[src/rtl/mpw_pkg.sv]
package mpw_pkg;

    parameter int MPW_DATA_W = 8;

    typedef enum logic [2:0] {
        RX_IDLE,
        RX_START,
        RX_DATA,
        RX_MODE,
        RX_STOP
    } rx_state_e;

    typedef struct packed {
        logic [MPW_DATA_W-1:0] data;
        logic                  mpb;
        logic                  stop_ok;
    } rx_frame_t;

    // A frame passes the wake-up filter unless filtering and it is a data frame.
    function automatic logic frame_passes(input logic filtering, input logic mpb);
        return !(filtering && !mpb);
    endfunction

    // Number of ticks from start detection to start-bit midpoint check, minus one.
    function automatic int mid_count(input int ovs);
        return ovs / 2 - 1;
    endfunction

endpackage

[src/rtl/mpw_line_sync.sv]
module mpw_line_sync #(
    parameter int STAGES = 2
) (
    input  logic clk,
    input  logic rst,
    input  logic din,
    output logic dout
);
    logic [STAGES-1:0] sr;

    generate
        if (STAGES == 1) begin : g_single
            always_ff @(posedge clk) begin
                if (rst) sr <= '1;
                else     sr <= din;
            end
        end else begin : g_chain
            always_ff @(posedge clk) begin
                if (rst) sr <= '1;
                else     sr <= {sr[STAGES-2:0], din};
            end
        end
    endgenerate

    assign dout = sr[STAGES-1];
endmodule

[src/rtl/mpw_frame_rx.sv]
module mpw_frame_rx
    import mpw_pkg::*;
#(
    parameter int OVS = 16
) (
    input  logic      clk,
    input  logic      rst,
    input  logic      line,
    input  logic      tick,
    input  logic      start_ok,
    output logic      done,
    output rx_frame_t frame,
    output logic      idle
);
    localparam int CW  = $clog2(OVS);
    localparam int IW  = $clog2(MPW_DATA_W);
    localparam int MID = mid_count(OVS);

    rx_state_e             state;
    logic [CW-1:0]         os_cnt;
    logic [IW-1:0]         bit_idx;
    logic [MPW_DATA_W-1:0] shreg;
    logic                  mode_bit;
    logic                  bit_end;

    assign bit_end = (os_cnt == CW'(OVS - 1));
    assign idle    = (state == RX_IDLE);

    always_ff @(posedge clk) begin
        if (rst) begin
            state    <= RX_IDLE;
            os_cnt   <= '0;
            bit_idx  <= '0;
            shreg    <= '0;
            mode_bit <= 1'b0;
            done     <= 1'b0;
            frame    <= '0;
        end else begin
            done <= 1'b0;
            if (tick) begin
                case (state)
                    RX_IDLE: begin
                        if (start_ok && !line) begin
                            state  <= RX_START;
                            os_cnt <= '0;
                        end
                    end
                    RX_START: begin
                        if (os_cnt == CW'(MID)) begin
                            os_cnt  <= '0;
                            bit_idx <= '0;
                            state   <= line ? RX_IDLE : RX_DATA;
                        end else begin
                            os_cnt <= os_cnt + 1'b1;
                        end
                    end
                    RX_DATA: begin
                        if (bit_end) begin
                            os_cnt <= '0;
                            shreg  <= {line, shreg[MPW_DATA_W-1:1]};
                            if (bit_idx == IW'(MPW_DATA_W - 1)) state <= RX_MODE;
                            else bit_idx <= bit_idx + 1'b1;
                        end else begin
                            os_cnt <= os_cnt + 1'b1;
                        end
                    end
                    RX_MODE: begin
                        if (bit_end) begin
                            os_cnt   <= '0;
                            mode_bit <= line;
                            state    <= RX_STOP;
                        end else begin
                            os_cnt <= os_cnt + 1'b1;
                        end
                    end
                    RX_STOP: begin
                        if (bit_end) begin
                            os_cnt <= '0;
                            frame  <= '{data: shreg, mpb: mode_bit, stop_ok: line};
                            done   <= 1'b1;
                            state  <= RX_IDLE;
                        end else begin
                            os_cnt <= os_cnt + 1'b1;
                        end
                    end
                    default: state <= RX_IDLE;
                endcase
            end
        end
    end
endmodule

[src/rtl/mpw_wake_gate.sv]
module mpw_wake_gate (
    input  logic clk,
    input  logic rst,
    input  logic mp_mode,
    input  logic wake_set,
    input  logic wake_clr,
    input  logic frame_done,
    input  logic frame_mpb,
    output logic armed,
    output logic filtering
);
    logic addr_hit;

    assign filtering = armed && mp_mode;
    assign addr_hit  = filtering && frame_done && frame_mpb;

    always_ff @(posedge clk) begin
        if (rst)                        armed <= 1'b0;
        else if (wake_set)              armed <= 1'b1;
        else if (wake_clr || addr_hit)  armed <= 1'b0;
    end
endmodule

[src/rtl/mpw_rx_status.sv]
module mpw_rx_status
    import mpw_pkg::*;
(
    input  logic                  clk,
    input  logic                  rst,
    input  logic                  frame_done,
    input  rx_frame_t             frame,
    input  logic                  filtering,
    input  logic                  mp_mode,
    input  logic                  rie,
    input  logic                  clr_full,
    input  logic                  clr_ferr,
    input  logic                  clr_ovr,
    input  logic                  clr_mpb,
    output logic [MPW_DATA_W-1:0] rx_data,
    output logic                  full_flag,
    output logic                  ferr_flag,
    output logic                  ovr_flag,
    output logic                  mpb_flag,
    output logic                  rx_irq,
    output logic                  err_irq
);
    logic accept;
    logic slot_free;

    assign accept    = frame_done && frame_passes(filtering, frame.mpb);
    assign slot_free = !full_flag || clr_full;

    always_ff @(posedge clk) begin
        if (rst) begin
            rx_data   <= '0;
            full_flag <= 1'b0;
            ferr_flag <= 1'b0;
            ovr_flag  <= 1'b0;
            mpb_flag  <= 1'b0;
        end else begin
            if (accept && slot_free) rx_data <= frame.data;

            if (accept)        full_flag <= 1'b1;
            else if (clr_full) full_flag <= 1'b0;

            if (accept && !frame.stop_ok) ferr_flag <= 1'b1;
            else if (clr_ferr)            ferr_flag <= 1'b0;

            if (accept && !slot_free) ovr_flag <= 1'b1;
            else if (clr_ovr)         ovr_flag <= 1'b0;

            if (accept && mp_mode) mpb_flag <= frame.mpb;
            else if (clr_mpb)      mpb_flag <= 1'b0;
        end
    end

    assign rx_irq  = full_flag && rie && !filtering;
    assign err_irq = (ferr_flag || ovr_flag) && rie && !filtering;
endmodule

[src/rtl/mpwake_uart_rx.sv]
module mpwake_uart_rx
    import mpw_pkg::*;
#(
    parameter int OVS         = 16,
    parameter int SYNC_STAGES = 2
) (
    input  logic                  clk,
    input  logic                  rst,
    input  logic                  rx_line,
    input  logic                  baud_tick,
    input  logic                  rx_en,
    input  logic                  mp_mode,
    input  logic                  wake_set,
    input  logic                  wake_clr,
    input  logic                  rie,
    input  logic                  clr_full,
    input  logic                  clr_ferr,
    input  logic                  clr_ovr,
    input  logic                  clr_mpb,
    output logic [MPW_DATA_W-1:0] rx_data,
    output logic                  full_flag,
    output logic                  ferr_flag,
    output logic                  ovr_flag,
    output logic                  mpb_flag,
    output logic                  wake_armed,
    output logic                  rx_irq,
    output logic                  err_irq
);
    logic      line_s;
    logic      frame_done;
    rx_frame_t rx_frame;
    logic      rx_idle;
    logic      filtering;

    mpw_line_sync #(.STAGES(SYNC_STAGES)) u_sync (
        .clk  (clk),
        .rst  (rst),
        .din  (rx_line),
        .dout (line_s)
    );

    mpw_frame_rx #(.OVS(OVS)) u_frame (
        .clk      (clk),
        .rst      (rst),
        .line     (line_s),
        .tick     (baud_tick),
        .start_ok (rx_en),
        .done     (frame_done),
        .frame    (rx_frame),
        .idle     (rx_idle)
    );

    mpw_wake_gate u_wake (
        .clk        (clk),
        .rst        (rst),
        .mp_mode    (mp_mode),
        .wake_set   (wake_set),
        .wake_clr   (wake_clr),
        .frame_done (frame_done),
        .frame_mpb  (rx_frame.mpb),
        .armed      (wake_armed),
        .filtering  (filtering)
    );

    mpw_rx_status u_status (
        .clk        (clk),
        .rst        (rst),
        .frame_done (frame_done),
        .frame      (rx_frame),
        .filtering  (filtering),
        .mp_mode    (mp_mode),
        .rie        (rie),
        .clr_full   (clr_full),
        .clr_ferr   (clr_ferr),
        .clr_ovr    (clr_ovr),
        .clr_mpb    (clr_mpb),
        .rx_data    (rx_data),
        .full_flag  (full_flag),
        .ferr_flag  (ferr_flag),
        .ovr_flag   (ovr_flag),
        .mpb_flag   (mpb_flag),
        .rx_irq     (rx_irq),
        .err_irq    (err_irq)
    );
endmodule

[config.mk]
export PLATFORM = sky130hd
export DESIGN_NAME = mpwake_uart_rx
export DESIGN_NICKNAME = d
export VERILOG_FILES = /design/src/rtl/mpw_pkg.sv /design/src/rtl/mpw_line_sync.sv /design/src/rtl/mpw_frame_rx.sv /design/src/rtl/mpw_wake_gate.sv /design/src/rtl/mpw_rx_status.sv /design/src/rtl/mpwake_uart_rx.sv
export SDC_FILE = /design/constraint.sdc
export NUM_CORES = 1
export LEC_CHECK = 0
export BUFFER_PORTS_ARGS = -buffer_cell sky130_fd_sc_hd__buf_4
export CORE_MARGIN = 1.5
export CORE_UTILIZATION = 55
export CTS_CLUSTER_DIAMETER = 40
export DETAILED_ROUTE_END_ITERATION = 12
export PLACE_DENSITY = 0.77
export SYNTH_ARGS = -nofsm -noshare
export SYNTH_HDL_FRONTEND = slang
export SYNTH_SLANG_ARGS = --single-unit
[constraint.sdc]
create_clock -name clk -period 2.3 [get_ports clk]
set_input_delay 0.345 -clock clk [delete_from_list [all_inputs] [get_ports clk]]
set_output_delay 0.345 -clock clk [all_outputs]
set_load 0.02 [all_outputs]
==> flow_summary.html <==
<table>
<tr><th>Metric</th><th>Value</th></tr>
<tr><th colspan="2">Outcome</th></tr>
<tr><td>Outcome</td><td>finished clean</td></tr>
<tr><th colspan="2">Synthesis</th></tr>
<tr><td>Instance count of the mapped netlist</td><td>211</td></tr>
<tr><td>Top-area cell type share of the netlist area</td><td>48.4%</td></tr>
<tr><td>FF+latch count, synth</td><td>45</td></tr>
<tr><td>Net count of the mapped netlist</td><td>227</td></tr>
<tr><td>Sequential element share of the synthesized area</td><td>48.4%</td></tr>
<tr><td>Syn. warnings</td><td>0</td></tr>
<tr><td>Share of flip-flops with an asynchronous set or reset</td><td>0%</td></tr>
<tr><td>Post-synthesis cell area</td><td>0.00186 mm2</td></tr>
<tr><td>Number of flops mapped to enable cells by yosys</td><td>0</td></tr>
<tr><td>Average instance area after synthesis</td><td>8.82 um2</td></tr>
<tr><td>Unique masters post-synth</td><td>36</td></tr>
<tr><td>Post-synthesis cell type with the largest combined area</td><td>dfxtp_1</td></tr>
<tr><td>Primary flip-flop cell chosen by synthesis mapping</td><td>dfxtp_1</td></tr>
<tr><td>Biggest area contributors in the synthesized netlist</td><td>dfxtp_1 48%, mux2i_1 11%, nor2_1 6.9%</td></tr>
<tr><th colspan="2">Pwr</th></tr>
<tr><td>Clock network power share</td><td>36.6%</td></tr>
<tr><td>Sw Share</td><td>21.2%</td></tr>
<tr><td>Internal</td><td>0.00108 W</td></tr>
<tr><td>Reported net switching power</td><td>0.000289 W</td></tr>
<tr><td>Max VDD drop</td><td>0.550 mV</td></tr>
<tr><td>Leakage power figure</td><td>0.905 nW</td></tr>
<tr><td>Reg power frac</td><td>58.3%</td></tr>
<tr><td>Pwr Density</td><td>636 mW/mm2</td></tr>
<tr><td>Logic gate share of total power</td><td>5.1%</td></tr>
<tr><th colspan="2">Timing</th></tr>
<tr><td>Min Tclk post-route</td><td>2.11 ns</td></tr>
<tr><td>Portion of the clock cycle consumed by the worst path in the final layout</td><td>91.5%</td></tr>
<tr><td>Headroom to the max-slew limit</td><td>61.7%</td></tr>
<tr><td>Fmax achieved</td><td>475 MHz</td></tr>
<tr><td>Max Transition Viols Final</td><td>0</td></tr>
<tr><td>Unrepaired setup endpoints after global routing</td><td>false</td></tr>
<tr><td>Fin. Hold Viols</td><td>0</td></tr>
<tr><td>Count of endpoints failing setup in the final report</td><td>0</td></tr>
<tr><td>Clock Skew</td><td>0.00866 ns</td></tr>
<tr><td>Slew at the pin closest to its max-slew limit</td><td>0.574 ns</td></tr>
<tr><td>Setup total negative slack</td><td>0 ns</td></tr>
<tr><th colspan="2">Floorplan</th></tr>
<tr><td>Floorplan core area</td><td>0.00313 mm2</td></tr>
<tr><td>Die boundary width</td><td>61.2 um</td></tr>
<tr><td>Die area</td><td>0.00374 mm2</td></tr>
<tr><td>I/O pin total</td><td>28</td></tr>
<tr><td>Die Y-Extent</td><td>61.2 um</td></tr>
<tr><td>Initial Util</td><td>59.5%</td></tr>
<tr><td>Site Rows</td><td>20</td></tr>
<tr><th colspan="2">CTS</th></tr>
<tr><td>Post-CTS Hold Fix Bufs</td><td>0</td></tr>
<tr><td>Count of H-tree levels built during CTS</td><td>2</td></tr>
<tr><td>TritonCTS clock tree</td><td>built</td></tr>
<tr><td>Bufs on Longest Clock Path</td><td>2</td></tr>
<tr><td>Clock Sinks</td><td>45</td></tr>
<tr><td>Skew-Pair Late Insertion Delay</td><td>0.35 ns</td></tr>
<tr><td>Worst-path clk slew</td><td>0.12 ns</td></tr>
<tr><td>Post-CTS sizing</td><td>0</td></tr>
<tr><td>Post-CTS setup buffer count</td><td>0</td></tr>
<tr><td>Clock tree root buffer cell</td><td>clkbuf_4</td></tr>
<tr><td>TritonCTS Buffers</td><td>5</td></tr>
<tr><th colspan="2">Cells and area</th></tr>
<tr><td>Fin cells</td><td>278</td></tr>
<tr><td>Antenna diode instance count</td><td>0</td></tr>
<tr><td>Proportion of layout cells with a drive suffix above 1</td><td>17.1%</td></tr>
<tr><td>Commonest non-fill, non-tap cells in the layout</td><td>45 x dfxtp_1, 34 x nor2_1, 27 x buf_4</td></tr>
<tr><td>Most frequent standard cell in the layout excluding fill and tap cells</td><td>dfxtp_1</td></tr>
<tr><td>Layout area overhead</td><td>15.4%</td></tr>
<tr><td>Final #Nets</td><td>249</td></tr>
<tr><th colspan="2">Routing</th></tr>
<tr><td>DRC violation count after routing</td><td>0</td></tr>
<tr><td>Detail-routed via count per cell</td><td>5.42</td></tr>
<tr><td>Routed wirelength normalized by instance count</td><td>12.5 um</td></tr>
<tr><td>Number of DRC markers in iteration 0</td><td>80</td></tr>
<tr><td>First drt pass iteration count</td><td>4</td></tr>
<tr><td>Total Wirelength</td><td>3470 um</td></tr>
<tr><td>Detail Route Antenna Nets</td><td>0</td></tr>
<tr><td>Overall via count from detail_route</td><td>1,507</td></tr>
<tr><th colspan="2">Placed design</th></tr>
<tr><td>RD Place Congestion</td><td>0.769</td></tr>
<tr><td>Port Buffers</td><td>27</td></tr>
<tr><td>Cell Count Post-Placement</td><td>270</td></tr>
<tr><td>Placed wire-length estimate</td><td>2480 um</td></tr>
<tr><th colspan="2">GRT</th></tr>
<tr><td>Largest net degree at the start of global routing</td><td>46</td></tr>
<tr><td>Antenna violations before repair</td><td>0</td></tr>
<tr><td>Vias in the first global route</td><td>1,376</td></tr>
<tr><td>First-pass GRT wire length</td><td>5690 um</td></tr>
<tr><td>Total track usage</td><td>20.5%</td></tr>
<tr><td>Total grt overflow</td><td>0</td></tr>
<tr><th colspan="2">Worst setup path</th></tr>
<tr><td>Worst Setup Start Kind</td><td>register</td></tr>
<tr><td>Endpoint type of the worst setup path</td><td>register</td></tr>
<tr><td>Crit Path Class</td><td>register to register</td></tr>
<tr><td>Crit path DAT</td><td>2.35 ns</td></tr>
<tr><td>Req. time, crit path</td><td>2.54 ns</td></tr>
<tr><td>Largest fanout on the critical path</td><td>12</td></tr>
<tr><th colspan="2">Hold path</th></tr>
<tr><td>Type of the tightest min-delay check</td><td>primary input to register</td></tr>
<tr><th colspan="2">Job</th></tr>
<tr><td>Max-cap violations</td><td>0</td></tr>
</table>
## critical path, stage by stage, from the launching register on
cell and delay, ns:
dfxtp_1 0.39, ha_1 0.27, nand4_1 0.20, or4b_1 0.81, mux2i_1 0.27, nor2_1 0.05
## flip-flops by register name (all words and copies together), names as in the netlist, 2 cells and up
register / count
u_sync.sr: 2
u_status.rx_data: 8
u_frame.state: 3
u_frame.bit_idx: 3
u_frame.frame: 10
u_frame.shreg: 8
u_frame.os_cnt: 4
## kinds of logic (layout without fill, tap and decap cells)
| family | Yosys count | in the layout | synth area share, % |
|---|---|---|---|
| AO/OA/AOI/OAI | 36 | 36 | 11.5 |
| XOR/XNOR | 1 | 1 | 0.471 |
| adder cells (fa/ha/maj) | 3 | 3 | 2.02 |
| buffers and inverters | 17 | 40 | 4.04 |
| flip-flops | 45 | 45 | 48.4 |
| multiplexers | 20 | 20 | 10.8 |
| AND/OR/NAND/NOR | 89 | 89 | 22.8 |
## cell usage after synthesis (all sizes together) (2+ instances only)
library cell and count:
nand3 14, o21ai 4, mux2i 20, dfxtp 45, inv 5, buf 2, a21oi 21, a31oi 2
ha 3, nor3b 2, nand2 21, nand3b 3, o2111ai 3, or2 3, clkbuf 10, nor2 35
## cell type report
class,instances,area [um2]
Fill cell,269,981
Sequential cell,45,901
Multi-Input combinational cell,149,885
Timing Repair Buffer,27,203
Clock buffer,7,55.1
Tap cell,44,55.1
Clock inverter,1,30.0
Inverter,5,18.8
## path summary, 6_finish.rpt
path / startpoint / endpoint / slack (ns) / cells past startpoint
min reg2reg: u_sync.sr[0]$_SDFF_PP1_ / u_sync.sr[1]$_SDFF_PP1_ / 0.42 / 1
max: u_frame.os_cnt[0]$_SDFFE_PP0P_ / u_frame.frame[5]$_SDFFE_PP0P_ / 0.19 / 5
max reg2reg: u_frame.os_cnt[0]$_SDFFE_PP0P_ / u_frame.frame[5]$_SDFFE_PP0P_ / 0.19 / 5
min: rx_line / u_sync.sr[0]$_SDFF_PP1_ / 0.17 / 2
## power by group through the flow
stage | clock network, W | logic (W) | registers, W
2_1_floorplan | 0 | 0.0000478 | 0.000808
3_3_place_gp | 0 | 0.0000656 | 0.000812
3_5_place_dp | 0 | 0.0000687 | 0.000813
4_1_cts | 0.000509 | 0.0000689 | 0.000795
5_1_grt | 0.000540 | 0.0000755 | 0.000798
6_report | 0.000499 | 0.0000692 | 0.000796
## stage by stage
stage	instance area [um2]	util, %	hold WS, ns	power [W]	setup WS (ns)
after floorplan	1860	-	0.389	0.000855	0.502
after global placement	2060	65.9	0.393	0.000878	0.331
after detailed placement	2060	65.9	0.395	0.000882	0.213
after CTS	2150	68.6	0.162	0.00137	0.197
after global routing	2150	68.6	0.142	0.00141	0.0140
final	2150	68.6	0.173	0.00136	0.195
## layer usage
metal	GRT usage, %	vias up	wire length (um)
li1	-	778	-
met1	24.6	681	1650
met2	34.0	40	1580
met3	4.62	8	174
met4	11.2	0	61
met5	0	-	0
Note: power is estimated with default switching activity, not from simulation.
